**config.mk**
```make
export PLATFORM = sky130hd
export DESIGN_NAME = edge_counter16
export DESIGN_NICKNAME = d
export VERILOG_FILES = /design/src/rtl/edge_counter16.sv
export SDC_FILE = /design/constraint.sdc
export NUM_CORES = 1
export LEC_CHECK = 0
export BUFFER_PORTS_ARGS = -buffer_cell sky130_fd_sc_hd__clkbuf_2
export CORE_UTILIZATION = 39
export CTS_CLUSTER_DIAMETER = 120
export DETAILED_ROUTE_END_ITERATION = 10
export MAX_ROUTING_LAYER = met4
export PLACE_DENSITY = 0.67
export RECOVER_POWER = 100
export SLEW_MARGIN = 20
export SYNTH_ARGS = -nofsm -noshare
export SYNTH_HDL_FRONTEND = slang
export SYNTH_SLANG_ARGS = --single-unit
```
**constraint.sdc**
```tcl
create_clock -name clk -period 5.7 [get_ports clk]
set_input_delay 0.285 -clock clk [delete_from_list [all_inputs] [get_ports clk]]
set_output_delay 0.285 -clock clk [all_outputs]
set_load 0.01 [all_outputs]
```
**src/rtl/edge_counter16.sv**
```systemverilog
module edge_counter16 #(
  parameter int W    = 16,
  parameter int SYNC = 2
) (
  input  logic         clk,
  input  logic         rst_n,
  input  logic         src_a,
  input  logic         src_b,
  input  logic         src_sel,
  input  logic         dir_down,
  input  logic         hw_clr,
  input  logic         sw_clr,
  input  logic         sched_clr,
  input  logic         cap_trig,
  input  logic         wr_en,
  input  logic [W-1:0] wr_data,
  input  logic         wrap_ie,
  input  logic         half_ie,
  input  logic         cap_ie,
  output logic [W-1:0] count,
  output logic [W-1:0] cap_value,
  output logic         irq_wrap,
  output logic         irq_half,
  output logic         irq_cap
);
  localparam logic [W-1:0] ALL_ONES = '1;
  localparam logic [W-1:0] MID_LO   = {1'b0, {(W-1){1'b1}}};
  localparam logic [W-1:0] MID_HI   = {1'b1, {(W-1){1'b0}}};

  logic [SYNC:0] sh;
  logic          step, clr, adv, wrap_x, half_x;
  logic [W-1:0]  nxt;

  always_ff @(posedge clk or negedge rst_n)
    if (!rst_n) sh <= '0;
    else        sh <= {sh[SYNC-1:0], (src_sel ? src_b : src_a)};

  assign step   = sh[SYNC-1] ^ sh[SYNC];
  assign clr    = hw_clr | sw_clr | sched_clr;
  assign adv    = step & ~clr & ~wr_en;
  assign nxt    = dir_down ? count - 1'b1 : count + 1'b1;
  assign wrap_x = adv & (dir_down ? (count == '0) : (count == ALL_ONES));
  assign half_x = adv & (dir_down ? (count == MID_HI) : (count == MID_LO));

  always_ff @(posedge clk or negedge rst_n)
    if (!rst_n) begin
      count     <= '0;
      cap_value <= '0;
      irq_wrap  <= 1'b0;
      irq_half  <= 1'b0;
      irq_cap   <= 1'b0;
    end else begin
      if (clr)        count <= '0;
      else if (wr_en) count <= wr_data;
      else if (step)  count <= nxt;
      if (cap_trig)   cap_value <= count;
      irq_wrap <= wrap_ie & wrap_x;
      irq_half <= half_ie & half_x;
      irq_cap  <= cap_ie & cap_trig;
    end
endmodule


```
; ---- Yosys cells after proc, flatten, opt, wreduce, memory -nomap -nowiden
; Cells that the tools add are included.
[word_totals]
wordCells = 32
output_inout_bits = 35
reg_bits = 38
inputBits = 30
[classes]
eq_ne = 3
bitwise = 12
add_sub_neg = 2
reduce_logical = 2
mux = 7
[op_table]
columns = cell, n
row1 = two-way mux 16 bit, 4
row2 = "equality test 16 bit, second input constant", 2
row3 = "adder 16 x 1 -> 16 bit, second input constant", 1
row4 = "equality test 16 x 15 -> 1 bit, second input constant", 1
row5 = logical NOT 16 bit, 1
row6 = "subtractor 16 x 1 -> 16 bit, second input constant", 1
row7 = AND 1 bit, 7
row8 = two-way mux 1 bit, 3
row9 = nonzero test 3 bit, 1
row10 = inverter 1 bit, 2
row11 = OR 1 bit, 2
row12 = bitwise XOR 1 bit, 1

; ---- Depth between registers and ports, before layout
; Gate-level depths: netlist of run 1.
[depth]
ltp_word = 7
ltp_mapped = 8
depth_no_buf = 7

; ---- Worst setup path after synthesis of run 1
; OpenSTA, ideal clock, no wires.
[synth_timing]
path_type = flip-flop to flip-flop
from = register count[0]
to = register count[14]
path_buffers = 0
period_less_slack_ns = 2.033
path_slack_ns = 3.667
path_stages_with_launch = 8
setup_ns = 0.135
t_arrival_ns = 1.898
t_required_ns = 5.565
path_cell_list = dfrtp_1 > fa_1 > a21oi_1 > o211ai_1 > a41o_1 > a31oi_1 > xor2_1 > o22ai_1
[synth_via]
elab_chain_cells = 5
word_cells_on_any_way = 6
classes_between = add/sub: 2 / mux: 4
[synth_lines]
columns = element, line
row1 = "start, declared", 20  ; output logic [W-1:0] count,
row2 = "start signal, assigned", 54  ; else if (wr_en) count <= wr_data;
row3 = "start signal, assigned", 55  ; else if (step) count <= nxt;
row4 = adder 16 x 1 -> 16 bit or subtractor 16 x 1 -> 16 bit (tied branches), 41  ; assign nxt = dir_down ? count - 1'b1 : count + 1'b1;
row5 = two-way mux 16 bit *, 41
row6 = two-way mux 16 bit *, 55
row7 = two-way mux 16 bit *, 54
row8 = two-way mux 16 bit *, 53  ; if (clr) count <= '0;
; Mark *: on every way between the ends. The rest lies on a longest branch, timed or not. The select of a mux whose other input is x is not followed.
; A chain may end at the register's enable or synchronous reset.

; ---- Final worst setup path of run 1
[layout_timing]
from = register sh[2]
to = register irq_half
[layout_via]
elab_chain_cells = 5
[layout_lines]
columns = element, line
row1 = "start, declared", 30  ; logic [SYNC:0] sh;
row2 = "start signal, assigned", 36  ; else sh <= {sh[SYNC-1:0], (src_sel ? src_b : src_a)};
row3 = bitwise XOR 1 bit, 38  ; assign step = sh[SYNC-1] ^ sh[SYNC];
row4 = AND 1 bit (2 in series), 40  ; assign adv = step & ~clr & ~wr_en;
row5 = AND 1 bit, 43  ; assign half_x = adv & (dir_down ? (count == MID_HI) : (count == MID_LO));
row6 = AND 1 bit, 58  ; irq_half <= half_ie & half_x;
row7 = "end signal, assigned", 58
row8 = "end, declared", 23  ; output logic irq_half,
; No other way between the ends.

==> results of run 1 <==
## synth_stat cells (6+ instances only)
| master | n | share of area [%] |
|---|---|---|
| nor4_1 | 6 | 1.6 |
| xnor2_1 | 9 | 3.4 |
| nor2_1 | 23 | 3.7 |
| ha_1 | 14 | 7.5 |
| clkbuf_1 | 7 | 1.1 |
| o21ai_0 | 11 | 2.4 |
| nand2_1 | 22 | 3.5 |
| xor2_1 | 6 | 2.3 |
| a21oi_1 | 31 | 6.7 |
| o22ai_1 | 8 | 2.1 |
| mux2_2 | 17 | 8.2 |
| nand4_1 | 6 | 1.6 |
| dfrtp_1 | 38 | 41 |
## critical path, cell delays in order (launching register included)
cell and delay, ns:
dfrtp_1 0.38, xnor2_1 1.54, or3_1 0.55, nor3_2 0.09
and3_1 0.19
## cells by family after synthesis
| kind of cell | after synthesis |
|---|---|
| compound gates | 67 |
| xor+xnor | 15 |
| fa+ha+maj | 15 |
| buf+inv | 15 |
| flops | 38 |
| mux | 21 |
| simple gates | 76 |
## power by group through the flow
| stage | registers (mW) | clock network [mW] | logic [mW] |
|---|---|---|---|
| final | 0.289 | 0.239 | 0.118 |
| after global routing | 0.291 | 0.253 | 0.132 |
| after CTS | 0.290 | 0.239 | 0.121 |
| after detailed placement | 0.295 | 0 | 0.121 |
| after global placement | 0.294 | 0 | 0.119 |
| after floorplan | 0.296 | 0 | 0.0777 |
## path summary, 6_finish.rpt
kind                       slack (ns)       end
hold / removal                   0.20   irq_cap
max in group asynchronous        3.98  irq_half
setup reg to reg                 2.84  irq_half
setup / recovery                 2.84  irq_half
min in group asynchronous        0.56  count[7]
hold reg to reg                  0.37     sh[1]
## through the flow
stage	setup WS [ns]	area (µm²)
after global placement	3.40	2690
final	2.84	2750
after CTS	3.48	2810
after detailed placement	3.34	2690
after floorplan	3.67	2330
after global routing	2.65	2750
## sequential cells by signal (all words and copies together), names as in the netlist
name       flops
irq_half       1
irq_wrap       1
cap_value     16
irq_cap        1
count         16
sh             3
## area by class of cell
class                   count  area share, %
multi-input cells         194           47.6
flip-flops and latches     38           34.6
repair buffers             64           9.96
inverters                   4          0.546
clock inverters             1           1.09
clock buffers               6           3.00
well taps                  72           3.27
## layout by cell type (no fill, tap or decap), types with 6 or more instances in the layout
| cell type | instances |
|---|---|
| o21ai_0 | 11 |
| a21oi_1 | 31 |
| ha_1 | 14 |
| mux2_2 | 17 |
| clkbuf_1 | 37 |
| xor2_1 | 6 |
| dfrtp_1 | 38 |
| nand4_1 | 6 |
| clkbuf_8 | 6 |
| nor2_1 | 23 |
| nand2_1 | 22 |
| o22ai_1 | 8 |
| xnor2_1 | 9 |
| nor4_1 | 6 |
| clkbuf_2 | 27 |
## routing by layer
layer  vias to the layer above  global-route usage, %
li1                       1021                      -
met1                       937                   25.5
met2                        50                   29.6
met3                         6                   3.79
met4                         0                   4.91
met5                         -                      -
==> qor.yml, run 1 <==
detailed_routing:
  final_antenna_net_count: 0
  drt_drc_violations_left: 0
  drt-initial-drc-count: 99
  highest-signal-layer: "met4"
  met3_wirelength_um: 250
  wl_per_cell_um: 14.7
  met2_layer_wire_length_in_the_routed_design_um: 2540
  vias: 2014
  detail_route.first_pass.iterations: 4
  drt-vias-per-instance: 5.31
  wirelength_met1_um: 2720
  postRouteWirelength_um: 5570
layout:
  drive_gt1_share_pct: 17.3
  area.sequential_um2: 951
  instances_no_fill: 379
  fin_nets: 352
  fillcell_total: 561
  antenna_diode_instance_count: 0
  utilization_pct: 48.8
  area.growth.synth_to_final_pct: 18.0
  multiInputGateArea_mm2: 0.00131
logic_synthesis:
  synth_compound_gate_area_share_pct: 16.6
  seq_area_frac_synth_pct: 40.8
  synth_warnings: 0
  ys_seq_elements: 38
  dominant_combinational_cell_family_by_area_after_synthesis: "compound AO/OA/AOI/OAI gates"
  syn-instance-count: 247
  syn_area_mm2: 0.00233
  syn_nets: 292
  synth-adder-area-share_pct: 8.37
  post_synth.cell_area_avg_um2: 9.44
  synth-edff-count: 0
  ys_async_sr_fraction_pct: 100
  post_synth_xor_area_fraction_pct: 5.63
  synth_mux_area_share_pct: 9.92
  synthDistinctLibCells: 37
  yosys.area_share.simple_pct: 15.6
  synthFlopType: "dfrtp_1"
die:
  effective_utilization_at_floorplan_pct: 41.3
  rows: 27
  i_o_pins: 65
  die_height_um: 79.3
  die-area_mm2: 0.00629
  design.core.area_mm2: 0.00564
  chipWidth_um: 79.3
power_and_ir_drop:
  combPwrFrac_pct: 18.3
  internal_power_mw: 0.467
  power_switching_share_pct: 27.6
  power.switching_mw: 0.178
  total_power_mw: 0.646
  leakage_nw: 1.26
  clock_power_share_pct: 37.0
  ir_worst_vdd_uv: 105
  p_seq_share_pct: 44.8
  power-per-cell-area_mw_per_mm2: 235
sta:
  hold-worst-slack_ns: 0.203
  fin_worst_skew_ns: 0.00568
  final_number_of_hold_violating_endpoints: 0
  report.final.setup_viol: 0
  worst_slew_margin_rel_pct: -35.9
  fin_tns_setup_ns: 0
  timing.final.max_slew_violations: 65
  min_period_over_period_pct: 50.3
  min_period_ns: 2.86
  fmax_ghz: 0.349
  worst_pin_slew_ns: 2.02
  setup_repair_after_global_routing_missed_its_margin: "false"
global_route:
  grt_remaining_overflow: 0
  grt_pass1_wl_um: 8940
  maximum_number_of_pins_on_one_net_before_global_route_repair: 39
  grt_pass1_vias: 1841
  grt_use_total_pct: 19.1
  antenna_found_initial: 0
worst_setup_path:
  worst_r2r_path_depth: 4
  critical_path.endpoint_type: "flop"
  crit_path_start: "sh[2]"
  setup.worst_path.class: "reg2reg"
  start_kind: "flop"
  critPathRequiredTime_ns: 5.88
  r2r_start: "sh[2]"
  worstPathArrival_ns: 3.04
  worstPathMaxFanout: 25
placed_design:
  gp_congestion: 0.808
  place_hpwl_um: 3990
  place_inst: 372
  numPortBuffers: 64
min_path:
  hold_path_class: "in2reg"
  hold_path_depth: 2
  holdCritStartpoint: "cap_ie"
cts:
  post_cts_resize_count: 0
  ctsLongestPathBuffers: 2
  clk-insertion-delay-late_ns: 0.29
  postCtsSetupBuffers: 0
  numCtsBuffers: 5
  cts.clk_slew.worst_paths_ns: 0.07
  holdBufCountCts: 0
  cts_root_buf: "clkbuf_8"
  cts_tree: "yes"
  h_tree_levels: 2
  cts.sinks: 38
outcome:
  failed_checks: "max-capacitance violations, max-slew violations"
  outcome: "complete, but fails checks"
flow_run:
  max-cap-violations: 2
No activity file was read; power rests on OpenSTA's default activity.
==> run 2: changes to the inputs <==
--- a/config.mk
+++ b/config.mk
@@ -10,7 +10,7 @@
 export CTS_CLUSTER_DIAMETER = 120
 export DETAILED_ROUTE_END_ITERATION = 10
 export MAX_ROUTING_LAYER = met4
-export PLACE_DENSITY = 0.67
+export PLACE_DENSITY = 0.69
 export RECOVER_POWER = 100
 export SLEW_MARGIN = 20
 export SYNTH_ARGS = -nofsm -noshare
==> constraint.sdc (replaced) <==
create_clock -name clk -period 2.5 [get_ports clk]
set_input_delay 0.125 -clock clk [delete_from_list [all_inputs] [get_ports clk]]
set_output_delay 0.125 -clock clk [all_outputs]
set_load 0.01 [all_outputs]
==> run 2 against run 1 <==
The flow still finishes with violations (max-capacitance violations, max-slew violations). Sequential power increased by 130%. Die area unchanged. Routed wire length increased by 3.4%. Highest routed layer unchanged. Core utilization increased by 0.31 points. Cell count increased by 0.53%. Largest power group unchanged. Critical path type unchanged. Register-to-register slack got worse by 2.6 ns. Clock-buffer cell count unchanged. Sequential share of layout area decreased by 0.22 points. Global-route usage increased by 1.2 points.
==> qor.yml, run 2 (synthesized netlist as in run 1, its figures left out) <==
power_and_ir_drop:
  internal_power_mw: 1.07  # +130%
  leakage_nw: 1.28  # +1.2%
  ir_worst_vdd_uv: 243  # +130%
  power.switching_mw: 0.401  # +120%
  combPwrFrac_pct: 18.8  # +0.5 points
  total_power_mw: 1.47  # +130%
  power-per-cell-area_mw_per_mm2: 532  # +130%
  clock_power_share_pct: 36.4  # -0.6 points
  p_seq_share_pct: 44.9  # about the same
  power_switching_share_pct: 27.2  # -0.37 points
global_route:
  grt_pass1_vias: 2013  # +9.3%
  grt_remaining_overflow: 0  # unchanged
  grt_use_total_pct: 20.3  # +1.2 points
  antenna_found_initial: 0  # unchanged
  maximum_number_of_pins_on_one_net_before_global_route_repair: 39  # unchanged
  grt_pass1_wl_um: 9620  # +7.6%
cts:
  cts_root_buf: "clkbuf_8"
  cts.clk_slew.worst_paths_ns: 0.08  # about the same
  post_cts_resize_count: 0  # unchanged
  numCtsBuffers: 5  # unchanged
  clk-insertion-delay-late_ns: 0.29  # about the same
  cts_tree: "yes"
  ctsLongestPathBuffers: 2  # unchanged
  postCtsSetupBuffers: 0  # unchanged
  holdBufCountCts: 0  # unchanged
  h_tree_levels: 2  # unchanged
  cts.sinks: 38  # unchanged
worst_setup_path:
  r2r_setup_slack_ns: 0.27  # -2.56 ns
  crit_family: "compound AO/OA/AOI/OAI gates"
  critical_path.endpoint_type: "flop"
  critPathRequiredTime_ns: 2.66  # -3.22 ns
  setup.worst_path.class: "reg2reg"
  critical_path.cell_chain: "fa_1, a21oi_1, o211ai_1, a41o_1, a31oi_1, xor2_1, o22ai_1"
  cpMaxStageDelayCell: "dfrtp_1"
  worstPathMaxFanout: 9  # -64%
  critical_path.max_stage_delay_ns: 0.50  # -1.04 ns
  worstPathArrival_ns: 2.39  # -0.65 ns
  start_kind: "flop"
  critical_path.n_buffers_inverters: 0  # unchanged
placed_design:
  placement.setup.worst_slack_ns: 0.304  # -3.04 ns
  gp_congestion: 0.834  # +3.1%
  place_inst: 374  # +0.54%
  numPortBuffers: 64  # unchanged
  place_hpwl_um: 4080  # +2.2%
  placed_area_mm2: 0.00271  # +0.56%
detailed_routing:
  drt_drc_violations_left: 0  # unchanged
  postRouteWirelength_um: 5760  # +3.4%
  drt-initial-drc-count: 70  # -29%
  vias: 2063  # +2.4%
  final_antenna_net_count: 0  # unchanged
  drt-vias-per-instance: 5.41  # +1.9%
  detail_route.first_pass.iterations: 4  # unchanged
  wl_per_cell_um: 15.1  # +2.8%
min_path:
  hold_path_class: "in2reg"
layout:
  utilization_pct: 49.1  # +0.31 points
  antenna_diode_instance_count: 0  # unchanged
  layout.cells.most_common: "dfrtp_1"
  fin_nets: 354  # +0.57%
  instances_no_fill: 381  # +0.53%
  most-common-layout-cells: "dfrtp_1 (38), clkbuf_1 (37), a21oi_1 (31)"
  drive_gt1_share_pct: 17.8  # +0.54 points
  fillcell_total: 550  # -2.0%
  area.growth.synth_to_final_pct: 18.7
  final_area_mm2: 0.00277  # +0.64%
  largest_registers: "cap_value: 16 flops, count: 16 flops, sh: 3 flops"
outcome:
  outcome: "complete, but fails checks"
  failed_checks: "max-capacitance violations, max-slew violations"
die:
  effective_utilization_at_floorplan_pct: 41.3  # unchanged
  die_height_um: 79.3  # unchanged
  rows: 27  # unchanged
  die-area_mm2: 0.00629  # unchanged
  i_o_pins: 65  # unchanged
  design.core.area_mm2: 0.00564  # unchanged
  chipWidth_um: 79.3  # unchanged
sta:
  fmax_ghz: 0.449  # +28%
  worst_slew_margin_rel_pct: -34.0  # +2.0 points
  report.final.setup_viol: 0  # unchanged
  final_number_of_hold_violating_endpoints: 0  # unchanged
  fin_tns_setup_ns: 0  # unchanged
  timing.final.max_slew_violations: 39  # -40%
  worst_pin_slew_ns: 2.01  # -0.0151 ns
  min_period_ns: 2.23  # -0.635 ns
  fin_worst_skew_ns: 0.00748  # +0.00181 ns
  layout_setup_ws_ns: 0.271  # -2.56 ns
  hold-worst-slack_ns: 0.0522  # -0.150 ns
  min_period_over_period_pct: 89.2  # +39 points
  setup_repair_after_global_routing_missed_its_margin: "false"
flow_run:
  max-cap-violations: 1  # -1
run 2: cell count changes in the layout (fill, tap and decap cells not counted):
| cell | previous run | this run |
|---|---|---|
| buf_4 | 0 | 2 |
| nor3_1 | 4 | 5 |
| xnor2_1 | 9 | 8 |
| xnor2_2 | 0 | 1 |
| nor3_2 | 1 | 0 |
run 2: path summary, 6_finish.rpt:
| check | from | endpoint | cells after the start |
|---|---|---|---|
| min in group asynchronous | rst_n | count[10] | 1 |
| setup / recovery | count[0] | count[14] | 7 |
| hold / removal | cap_ie | irq_cap | 2 |
| hold reg to reg | sh[0] | sh[1] | 0 |
| setup reg to reg | count[0] | count[14] | 7 |
| max in group asynchronous | rst_n | count[6] | 1 |
run 2: area by class of cell:
class,count,area [µm²],area share [%]
Multi-Input combinational cell,194,1310,47.4
Clock buffer,6,82.6,2.98
Clock inverter,1,30.0,1.08
Inverter,4,15.0,0.542
Sequential cell,38,951,34.3
Timing Repair Buffer,66,289,10.4
Tap cell,72,90.1,3.25
run 2: power by group through the flow:
stage / Clock (mW) / Combinational (mW) / Sequential, mW
2_1_floorplan: 0 / 0.177 / 0.676
3_3_place_gp: 0 / 0.277 / 0.671
3_5_place_dp: 0 / 0.281 / 0.673
4_1_cts: 0.542 / 0.284 / 0.661
5_1_grt: 0.573 / 0.309 / 0.665
6_report: 0.535 / 0.276 / 0.661
run 2: routing by layer:
metal | wire length (µm) | track usage, %
met2 | 2770 | 33.4
met4 | 56 | 5.09
met5 | 0 | -
met1 | 2730 | 25.9
met3 | 199 | 3.56
==> run 3: changes to the inputs <==
--- a/config.mk
+++ b/config.mk
@@ -9,6 +9,7 @@
 export CORE_UTILIZATION = 39
 export CTS_CLUSTER_DIAMETER = 120
 export DETAILED_ROUTE_END_ITERATION = 10
+export HOLD_SLACK_MARGIN = 0.1
 export MAX_ROUTING_LAYER = met4
 export PLACE_DENSITY = 0.69
 export RECOVER_POWER = 100
==> run 3 against run 2 <==
The flow now finishes without violations. Clock skew is essentially flat. Non-clock buffer count increased by 11. Critical path depth unchanged. Worst hold slack improved by 0.050 ns. Worst setup slack lost 0.0067 ns. Sequential share of layout area down 1.3 points. Global-route usage is 0.20 points higher. Register-to-register slack hardly changed. Final area grew 4.1%. Critical path type unchanged. Largest cell class unchanged.
==> qor.yml, run 3 (synthesized netlist as in run 1, its figures left out) <==
cts:
  clk-insertion-delay-late_ns: 0.29  # about the same
  h_tree_levels: 2  # unchanged
  post_cts_resize_count: 0  # unchanged
  ctsLongestPathBuffers: 2  # unchanged
  cts.clk_slew.worst_paths_ns: 0.08  # about the same
  numCtsBuffers: 5  # unchanged
  cts_root_buf: "clkbuf_8"
  cts_tree: "yes"
  cts.sinks: 38  # unchanged
sta:
  timing.final.max_slew_violations: 0  # -100%
  report.final.setup_viol: 0  # unchanged
  fin_worst_skew_ns: 0.00791  # +0.000425 ns
  setup_repair_after_global_routing_missed_its_margin: "false"
  fmax_ghz: 0.447  # -0.30%
  fin_tns_setup_ns: 0  # unchanged
  worst_slew_margin_rel_pct: 37.5  # +71 points
  min_period_ns: 2.24  # +0.00672 ns
  worst_pin_slew_ns: 0.938  # -1.07 ns
  final_number_of_hold_violating_endpoints: 0  # unchanged
  min_period_over_period_pct: 89.4  # +0.27 points
worst_setup_path:
  critical_path.endpoint_type: "flop"
  worstPathMaxFanout: 9  # unchanged
  r2r_start: "count[0]"
  start_kind: "flop"
  r2r_end: "count[14]"
  critPathRequiredTime_ns: 2.66  # about the same
  worstPathArrival_ns: 2.40  # about the same
  r2r_setup_slack_ns: 0.26  # about the same
  setup.worst_path.class: "reg2reg"
  worst_r2r_path_depth: 7  # unchanged
global_route:
  grt_use_total_pct: 20.5  # +0.20 points
  grt.met1_usage_pct: 25.6  # -0.29 points
  antenna_found_initial: 0  # unchanged
  maximum_number_of_pins_on_one_net_before_global_route_repair: 39  # unchanged
  grt_pass1_vias: 2064  # +2.5%
  grt_max_usage_layer: "met2"
  groute.layer.met3.usage_pct: 3.56  # unchanged
  grt_remaining_overflow: 0  # unchanged
  global_route.usage.met2_pct: 34.5  # +1.0 points
  grt_pass1_wl_um: 9730  # +1.2%
die:
  die-area_mm2: 0.00629  # unchanged
  chipWidth_um: 79.3  # unchanged
  rows: 27  # unchanged
  effective_utilization_at_floorplan_pct: 41.3  # unchanged
  i_o_pins: 65  # unchanged
  die_height_um: 79.3  # unchanged
  design.core.area_mm2: 0.00564  # unchanged
outcome:
  outcome: "finished clean"
power_and_ir_drop:
  internal_power_mw: 1.08  # +1.1%
  power.switching_mw: 0.404  # +0.84%
  power-per-cell-area_mw_per_mm2: 516  # -2.9%
  leakage_nw: 1.33  # +4.1%
  p_seq_share_pct: 44.4  # -0.5 points
  ir_worst_vdd_uv: 243  # about the same
  clock_power_share_pct: 36.1  # -0.3 points
  combPwrFrac_pct: 19.5  # +0.7 points
  power_switching_share_pct: 27.2  # -0.054 points
detailed_routing:
  postRouteWirelength_um: 5810  # +0.80%
  drt-vias-per-instance: 5.37  # -0.83%
  vias: 2105  # +2.0%
  drt-initial-drc-count: 96  # +37%
  wl_per_cell_um: 14.8  # -2.0%
  detail_route.first_pass.iterations: 4  # unchanged
  final_antenna_net_count: 0  # unchanged
  drt_drc_violations_left: 0  # unchanged
min_path:
  hold_path_depth: 3  # +1
  holdPathEnd: "count[12]"
  holdCritStartpoint: "wr_data[12]"
  hold_path_class: "in2reg"
layout:
  drive_gt1_share_pct: 17.8  # about the same
  area.growth.synth_to_final_pct: 23.6
  layout.cells.most_common: "dfrtp_1"
  most-common-layout-cells: "dfrtp_1 (38), clkbuf_1 (35), a21oi_1 (31)"
  fin_nets: 365  # +3.1%
  largest_registers: "cap_value: 16 flops, count: 16 flops, sh: 3 flops"
  antenna_diode_instance_count: 0  # unchanged
  utilization_pct: 51.1  # +2.0 points
placed_design:
  gp_congestion: 0.834  # unchanged
  numPortBuffers: 64  # unchanged
  place_hpwl_um: 4080  # unchanged
flow_run:
  max-cap-violations: 0  # -1
-- run 3: cell count changes in the layout (fill, tap and decap cells not counted), sizes merged --
| cell | delta |
|---|---|
| dlygate4sd3 | +11 |
-- run 3: repair_timing --
| item | CTS | global route |
|---|---|---|
| buffers inserted | 0 | 0 |
| hold endpoints to repair | 47 | 0 |
| hold buffers | 11 | 0 |
-- run 3: area by class of cell --
type                    instances  area (µm²)
clock buffers                   6        82.6
flip-flops and latches         38         951
well taps                      72        90.1
fillers                       545        2760
clock inverters                 1        30.0
repair buffers                 77         402
inverters                       4        15.0
multi-input cells             194        1310
-- run 3: how the worst max path moves through the flow --
stage,from,endpoint,slack [ns],cells after the start
3_5_place_dp,dir_down,count[14],0.30,8
5_1_grt,count[0],count[14],0.09,7
2_1_floorplan,count[0],count[14],0.47,7
3_3_place_gp,dir_down,count[14],0.36,8
4_1_cts,count[0],count[14],0.28,7
6_report,count[0],count[14],0.26,7
-- run 3: routing by layer --
metal | routed length [µm] | share of wire, % | vias to the layer above
li1 | - | - | 1042
met5 | 0 | 0 | -
met4 | 60 | 1.0 | 0
met2 | 2810 | 48 | 48
met3 | 244 | 4.2 | 7
met1 | 2700 | 46 | 1008
-- run 3: through the flow --
step	hold slack (ns)	power (mW)	cells	cell area (µm²)	setup WS (ns)
after floorplan	-0.171	0.853	247	2330	0.467
after global placement	0.318	0.948	374	2710	0.363
after detailed placement	0.321	0.954	374	2710	0.304
after CTS	0.100	1.50	392	2930	0.277
after global routing	0.101	1.56	392	2880	0.0907
final	0.103	1.49	392	2880	0.264
-- run 3: power by group through the flow --
stage	clock network, mW	logic [mW]	registers, mW
2_1_floorplan	0	0.177	0.676
3_3_place_gp	0	0.277	0.671
3_5_place_dp	0	0.281	0.673
4_1_cts	0.542	0.298	0.661
5_1_grt	0.572	0.325	0.665
6_report	0.537	0.290	0.660
-- run 3: worst max-delay path, cell delays in order, from the launching register on --
cell      delay [ns]
dfrtp_1         0.50
fa_1            0.47
a21oi_1         0.24
o211ai_1        0.17
a41o_1          0.27
a31oi_1         0.20
xor2_1          0.16
o22ai_1         0.09
